==> src/rtl/lsf_pkg.sv <==
package lsf_pkg;
    localparam int FLAG_VER_LSB  = 0;
    localparam int FLAG_TYPE_LSB = 4;
    localparam int STA_DLACT_BIT = 13;
    localparam int STA_BWCHG_BIT = 14;

    localparam logic [3:0] PTYPE_ROOT   = 4'd4;
    localparam logic [3:0] PTYPE_DOWN   = 4'd6;
    localparam logic [3:0] PTYPE_BRIDGE = 4'd8;

    typedef enum logic [1:0] {
        RES_SKIP      = 2'd0,
        RES_ASIS      = 2'd1,
        RES_RECOVERED = 2'd2,
        RES_EXHAUSTED = 2'd3
    } lsf_result_e;

    typedef enum logic [2:0] {
        ST_IDLE,
        ST_WAIT,
        ST_PICK,
        ST_RETRAIN,
        ST_MONST
    } lsf_state_e;
endpackage

==> src/rtl/lsf_gate.sv <==
module lsf_gate
    import lsf_pkg::*;
#(
    parameter int SPD_W   = 4,
    parameter int MIN_VER = 2
) (
    input  logic [15:0]      flags_i,
    input  logic [SPD_W-1:0] max_spd_i,
    input  logic [15:0]      sta_i,
    output logic             ok_o
);
    logic [3:0] ver;
    logic [3:0] ptype;
    logic       ver_ok;
    logic       type_ok;
    logic       spd_ok;
    logic       sta_ok;

    always_comb begin
        ver     = flags_i[FLAG_VER_LSB +: 4];
        ptype   = flags_i[FLAG_TYPE_LSB +: 4];
        ver_ok  = (32'(ver) >= MIN_VER);
        type_ok = (ptype == PTYPE_ROOT) || (ptype == PTYPE_DOWN) ||
                  (ptype == PTYPE_BRIDGE);
        spd_ok  = (max_spd_i > SPD_W'(1));
        sta_ok  = sta_i[STA_BWCHG_BIT] && !sta_i[STA_DLACT_BIT];
        ok_o    = ver_ok && type_ok && spd_ok && sta_ok;
    end
endmodule

==> src/rtl/lsf_cand_sel.sv <==
module lsf_cand_sel #(
    parameter int SPD_W = 4,
    localparam int VEC_W = 1 << SPD_W
) (
    input  logic [SPD_W-1:0] cand_i,
    input  logic [VEC_W-1:0] vec_i,
    output logic             at_end_o,
    output logic             unsup_o
);
    always_comb begin
        at_end_o = (cand_i == '0);
        unsup_o  = (vec_i != '0) && !vec_i[cand_i];
    end
endmodule

==> src/rtl/lsf_tls_merge.sv <==
module lsf_tls_merge #(
    parameter int SPD_W = 4,
    parameter int CTL_W = 16
) (
    input  logic [CTL_W-1:0] base_i,
    input  logic [SPD_W-1:0] spd_i,
    output logic [CTL_W-1:0] merged_o
);
    always_comb begin
        merged_o              = base_i;
        merged_o[SPD_W-1:0]   = spd_i;
    end
endmodule

==> src/rtl/link_speed_fallback_seq.sv <==
module link_speed_fallback_seq
    import lsf_pkg::*;
#(
    parameter int SPD_W   = 4,
    parameter int CTL_W   = 16,
    parameter int MIN_VER = 2,
    localparam int VEC_W  = 1 << SPD_W
) (
    input  logic             clk,
    input  logic             rst_n,
    input  logic             start_i,
    input  logic [15:0]      cap_flags_i,
    input  logic [SPD_W-1:0] sls_i,
    input  logic [VEC_W-1:0] spd_vec_i,
    input  logic [15:0]      lnk_sta_i,
    input  logic [CTL_W-1:0] lctl2_i,
    output logic             mon_start_o,
    input  logic             mon_done_i,
    input  logic             mon_stable_i,
    output logic             lctl2_wr_o,
    output logic             retrain_o,
    output logic [CTL_W-1:0] lctl2_o,
    output logic             busy_o,
    output logic             done_o,
    output logic [1:0]       result_o,
    output logic [SPD_W-1:0] speed_o
);
    typedef struct packed {
        lsf_state_e       st;
        logic             first;
        logic [SPD_W-1:0] cand;
        logic [VEC_W-1:0] vec;
        logic [CTL_W-1:0] lctl2;
        logic             wr;
        logic             rt;
        logic             ms;
        logic             busy;
        logic             done;
        lsf_result_e      res;
        logic [SPD_W-1:0] speed;
    } regs_t;

    regs_t r_q, r_d;

    logic             gate_ok;
    logic             cand_end;
    logic             cand_unsup;
    logic [SPD_W-1:0] merge_spd;
    logic [CTL_W-1:0] merged;

    lsf_gate #(.SPD_W(SPD_W), .MIN_VER(MIN_VER)) u_gate (
        .flags_i   (cap_flags_i),
        .max_spd_i (sls_i),
        .sta_i     (lnk_sta_i),
        .ok_o      (gate_ok)
    );

    lsf_cand_sel #(.SPD_W(SPD_W)) u_cand (
        .cand_i   (r_q.cand),
        .vec_i    (r_q.vec),
        .at_end_o (cand_end),
        .unsup_o  (cand_unsup)
    );

    assign merge_spd = (r_q.st == ST_WAIT) ? '0 : r_q.cand;

    lsf_tls_merge #(.SPD_W(SPD_W), .CTL_W(CTL_W)) u_merge (
        .base_i   (r_q.lctl2),
        .spd_i    (merge_spd),
        .merged_o (merged)
    );

    always_comb begin
        r_d    = r_q;
        r_d.wr = 1'b0;
        r_d.rt = 1'b0;
        r_d.ms = 1'b0;
        unique case (r_q.st)
            ST_IDLE: begin
                if (start_i) begin
                    r_d.done  = 1'b0;
                    r_d.res   = RES_SKIP;
                    r_d.speed = '0;
                    r_d.lctl2 = lctl2_i;
                    r_d.vec   = spd_vec_i;
                    r_d.cand  = sls_i - SPD_W'(1);
                    if (gate_ok) begin
                        r_d.st    = ST_WAIT;
                        r_d.first = 1'b1;
                        r_d.ms    = 1'b1;
                        r_d.busy  = 1'b1;
                    end else begin
                        r_d.done  = 1'b1;
                    end
                end
            end
            ST_WAIT: begin
                if (mon_done_i) begin
                    if (mon_stable_i) begin
                        r_d.st    = ST_IDLE;
                        r_d.busy  = 1'b0;
                        r_d.done  = 1'b1;
                        r_d.res   = r_q.first ? RES_ASIS : RES_RECOVERED;
                        r_d.speed = r_q.first ? '0 : r_q.cand;
                    end else begin
                        r_d.st = ST_PICK;
                        if (r_q.first) begin
                            r_d.first = 1'b0;
                            r_d.lctl2 = merged;
                        end else begin
                            r_d.cand = r_q.cand - SPD_W'(1);
                        end
                    end
                end
            end
            ST_PICK: begin
                if (cand_end) begin
                    r_d.st   = ST_IDLE;
                    r_d.busy = 1'b0;
                    r_d.done = 1'b1;
                    r_d.res  = RES_EXHAUSTED;
                end else if (cand_unsup) begin
                    r_d.cand = r_q.cand - SPD_W'(1);
                end else begin
                    r_d.lctl2 = merged;
                    r_d.wr    = 1'b1;
                    r_d.st    = ST_RETRAIN;
                end
            end
            ST_RETRAIN: begin
                r_d.rt = 1'b1;
                r_d.st = ST_MONST;
            end
            ST_MONST: begin
                r_d.ms = 1'b1;
                r_d.st = ST_WAIT;
            end
            default: r_d.st = ST_IDLE;
        endcase
    end

    always_ff @(posedge clk or negedge rst_n) begin
        if (!rst_n) begin
            r_q <= '{st: ST_IDLE, res: RES_SKIP, default: '0};
        end else begin
            r_q <= r_d;
        end
    end

    assign mon_start_o = r_q.ms;
    assign lctl2_wr_o  = r_q.wr;
    assign retrain_o   = r_q.rt;
    assign lctl2_o     = r_q.lctl2;
    assign busy_o      = r_q.busy;
    assign done_o      = r_q.done;
    assign result_o    = r_q.res;
    assign speed_o     = r_q.speed;

    AST_RETRAIN_AFTER_WRITE: assert property (@(posedge clk) disable iff (!rst_n)
        retrain_o |-> $past(lctl2_wr_o));
    AST_MONSTART_AFTER_RETRAIN: assert property (@(posedge clk) disable iff (!rst_n)
        $past(retrain_o) |-> mon_start_o);
    AST_PULSES_EXCLUSIVE: assert property (@(posedge clk) disable iff (!rst_n)
        $onehot0({lctl2_wr_o, retrain_o, mon_start_o}));
    AST_WRITE_SUPPORTED: assert property (@(posedge clk) disable iff (!rst_n)
        lctl2_wr_o |-> (r_q.vec == '0) || r_q.vec[lctl2_o[SPD_W-1:0]]);
    AST_WRITE_NONZERO: assert property (@(posedge clk) disable iff (!rst_n)
        lctl2_wr_o |-> (lctl2_o[SPD_W-1:0] != '0) && busy_o);
    AST_DONE_NOT_BUSY: assert property (@(posedge clk) disable iff (!rst_n)
        done_o |-> !busy_o);
    AST_HOLD_WHEN_IDLE: assert property (@(posedge clk) disable iff (!rst_n)
        (!start_i && !busy_o) |=> $stable(result_o) && $stable(speed_o) &&
                                   $stable(lctl2_o) && $stable(done_o));
endmodule

==> config.mk <==
export PLATFORM = sky130hd
export DESIGN_NAME = link_speed_fallback_seq
export DESIGN_NICKNAME = d
export VERILOG_FILES = /design/src/rtl/lsf_pkg.sv /design/src/rtl/lsf_gate.sv /design/src/rtl/lsf_cand_sel.sv /design/src/rtl/lsf_tls_merge.sv /design/src/rtl/link_speed_fallback_seq.sv
export SDC_FILE = /design/constraint.sdc
export NUM_CORES = 1
export LEC_CHECK = 0
export ABC_AREA = 1
export BUFFER_PORTS_ARGS = -buffer_cell sky130_fd_sc_hd__buf_2
export CAP_MARGIN = 20
export CELL_PAD_IN_SITES_DETAIL_PLACEMENT = 1
export CELL_PAD_IN_SITES_GLOBAL_PLACEMENT = 1
export CORE_MARGIN = 2
export CORE_UTILIZATION = 32
export DETAILED_ROUTE_END_ITERATION = 10
export PLACE_DENSITY_LB_ADDON = 0.08
export SLEW_MARGIN = 0
export SYNTH_ARGS = -nofsm -noshare
export SYNTH_HDL_FRONTEND = slang
export SYNTH_SLANG_ARGS = --single-unit
export TNS_END_PERCENT = 1
==> constraint.sdc <==
create_clock -name clk -period 1.9 [get_ports clk]
set_input_delay 0.285 -clock clk [delete_from_list [all_inputs] [get_ports clk]]
set_output_delay 0.285 -clock clk [all_outputs]
set_load 0.005 [all_outputs]
==> out/metrics.cfg <==
[timing]
fmax_ghz=0.569
rsz0062_at_grt=no
finalClockSkew_ns=0.00653
hold_viol=0
fin_crit_sh=0.925
slew_headroom=0.716
period_needed_ns=1.76
finalSetupViolations=0
tns_ns=0
tightest_slew_ns=0.426
drv_slew=0

[routing]
vias_per_cell=4.64
postRouteAntennaNets=0
drtIter0Drc=51
wirelength_um=6670
drc=0
dr.pass1.iters=4
wl_per_cell_um=13.0
vias=2387

[run_status]
status=completed

[final_layout]
final_common_cell=buf_2
final_layout_size_suffix_gt1_frac=0.325
layout_common_cells=buf_2, nand2_1, dfrtp_1
syn2layout_area_growth_pct=22.0
final_cells=514
nets=484
n_antenna_cell=0

[synthesis]
postSynthAreaPerCell_um2=8.18
synthTopCellsByArea=dfrtp_1, nand2_1, buf_4
yosysSeqAreaShare=0.466
ys_ff_latch=51
yosysWarnings=0
synth_top_area_share=0.466
synth_nets=411
yosys.area.top_type=dfrtp_1
yosysUniqueCellTypes=31
syn_area_mm2=0.00274
postSynthCellCount=335

[floorplan]
start_util=0.332
ios=100
die_area_mm2=0.00932
fp.dieH_um=96.6
dieWidth_um=96.6
rows=33
core-area_mm2=0.00826

[clock_network]
cts_sinks=51
clockRootBuffer=clkbuf_8
clk_latency_ns=0.31
clkTransAtPathRegs_ns=0.10
cts_tree=yes
h-tree-depth=2
cts_buffers=5
cts_buffer_depth=2

[global_routing]
grt_pass1_wl_um=11000
grt_max_degree=52
antenna_found_initial=0
grt_pass1_vias=2417
grt_util_all_layers=0.151
grt-ovfl-total=0

[setup_path]
worstPathRequired_ns=2.10
ff2ff_path_depth=10
crit_fanout=14
endpoint_kind=flop
worstSetupStartpointType=flop
r2r-start=r_q[43]
r2r_setup_slack_ns=0.14
setup.worst_path.start=r_q[43]
path_class=flop to flop
cp.arrival_ns=1.96
reg2reg_to=r_q[43]

[power]
cellPowerDensity_mw_per_mm2=816
p_leak_nw=1.78
clkPwrFrac=0.291
combPwrFrac=0.243
intPower_mw=1.92
peakVddDrop_mv=0.379
p_switching_mw=0.809
switching_share=0.296
power_frac_seq=0.466

[place]
place.gp.congestion=0.840
portBuffers=76
dpl.cell_count=503
hpwlAfterDp_um=5080

[flow_run]
drv_cap=0

[worst_hold_path]
hold_path_startpoint=lctl2_i[11]
hold_path_depth=2
hold_end=lctl2_o[11]
min_path_type=input pin to flop

## power groups by stage
stage	sequential (mW)	clock (mW)	combinational, mW
2_1_floorplan	1.28	0	0.449
3_3_place_gp	1.29	0	0.647
3_5_place_dp	1.29	0	0.663
4_1_cts	1.27	0.837	0.668
5_1_grt	1.29	0.864	0.767
6_report	1.27	0.796	0.663
## sequential cells by signal, indices dropped and copies added, names as in the netlist
register,flops
r_q,24
lctl2_o,16
speed_o,4
result_o,2
busy_o,1
done_o,1
lctl2_wr_o,1
mon_start_o,1
retrain_o,1
## routing by layer
layer | vias up | track usage | routed length, um
met5 | - | 0 | 0
met4 | 0 | 0.0446 | 109
met3 | 9 | 0.0264 | 335
met2 | 67 | 0.249 | 2970
met1 | 1107 | 0.204 | 3250
li1 | 1204 | - | -
## cells by family (layout without fill, tap and decap cells)
kind of cell / count (synthesis) / in the layout / share of synthesized area
AND/OR/NAND/NOR: 151 / 151 / 0.246
buffers and inverters: 75 / 149 / 0.136
flip-flops: 51 / 51 / 0.466
AO/OA/AOI/OAI: 41 / 41 / 0.0822
multiplexers: 12 / 12 / 0.0493
adder cells (fa/ha/maj): 3 / 3 / 0.0137
XOR/XNOR: 2 / 2 / 0.00639
## critical path: stages, from the launching register on
cell	delay, ns
dfrtp_1	0.39
buf_4	0.22
nand2_1	0.08
nand3_1	0.08
nand3_1	0.08
nand3_1	0.19
nand4_1	0.18
nand2_2	0.15
nand2_1	0.13
nand2_1	0.09
nand2_1	0.06
## final cells by class
cell class | instances | area, um^2
repair buffers | 96 | 546
well taps | 105 | 131
inverters | 45 | 170
multi-input cells | 209 | 1100
clock inverters | 2 | 35.0
fillers | 1021 | 4910
clock buffers | 6 | 82.6
flip-flops and latches | 51 | 1280
## Yosys cell counts (all sizes together)
cell    instances
o21bai          1
o211ai          1
nor4            1
inv            44
mux2           12
o22ai           2
dfrtp          51
nand4           7
nand2          68
clkbuf          3
nand3b          1
a21oi          17
nor3b           1
buf            27
clkinv          1
or2             1
a211oi          1
a31oi           2
nand3          32
nor2           35
o31ai           1
ha              3
nor3            5
xnor2           2
o21ai          16
## how the worst max path moves through the flow
| stage | endpoint | slack, ns | cells past startpoint |
|---|---|---|---|
| floorplan | busy_o | 0.16 | 12 |
| global placement | r_q[45] | 0.14 | 10 |
| detailed placement | busy_o | 0.11 | 11 |
| CTS | busy_o | 0.08 | 11 |
| global route | lctl2_o[3] | 0.008 | 10 |
| finish | r_q[43] | 0.14 | 10 |
## timing repair
item / 4_1_cts / 5_1_grt
setup endpoints to repair: 0 / 18
hold endpoints to repair: 51 / 0
gates resized for setup: 0 / 5
buffers inserted: 0 / 2
hold buffers: 1 / 0
## metrics by stage
stage	setup slack, ns	utilization	hold slack [ns]	cell area (um^2)	power (mW)
after floorplan	0.156	-	-0.0106	2740	1.73
after global placement	0.145	0.386	0.300	3190	1.94
after detailed placement	0.106	0.386	0.304	3190	1.96
after CTS	0.0837	0.402	0.196	3320	2.78
after global routing	0.00843	0.405	0.196	3340	2.92
final	0.142	0.405	0.201	3340	2.73
Note: power is estimated with default switching activity, not from simulation.
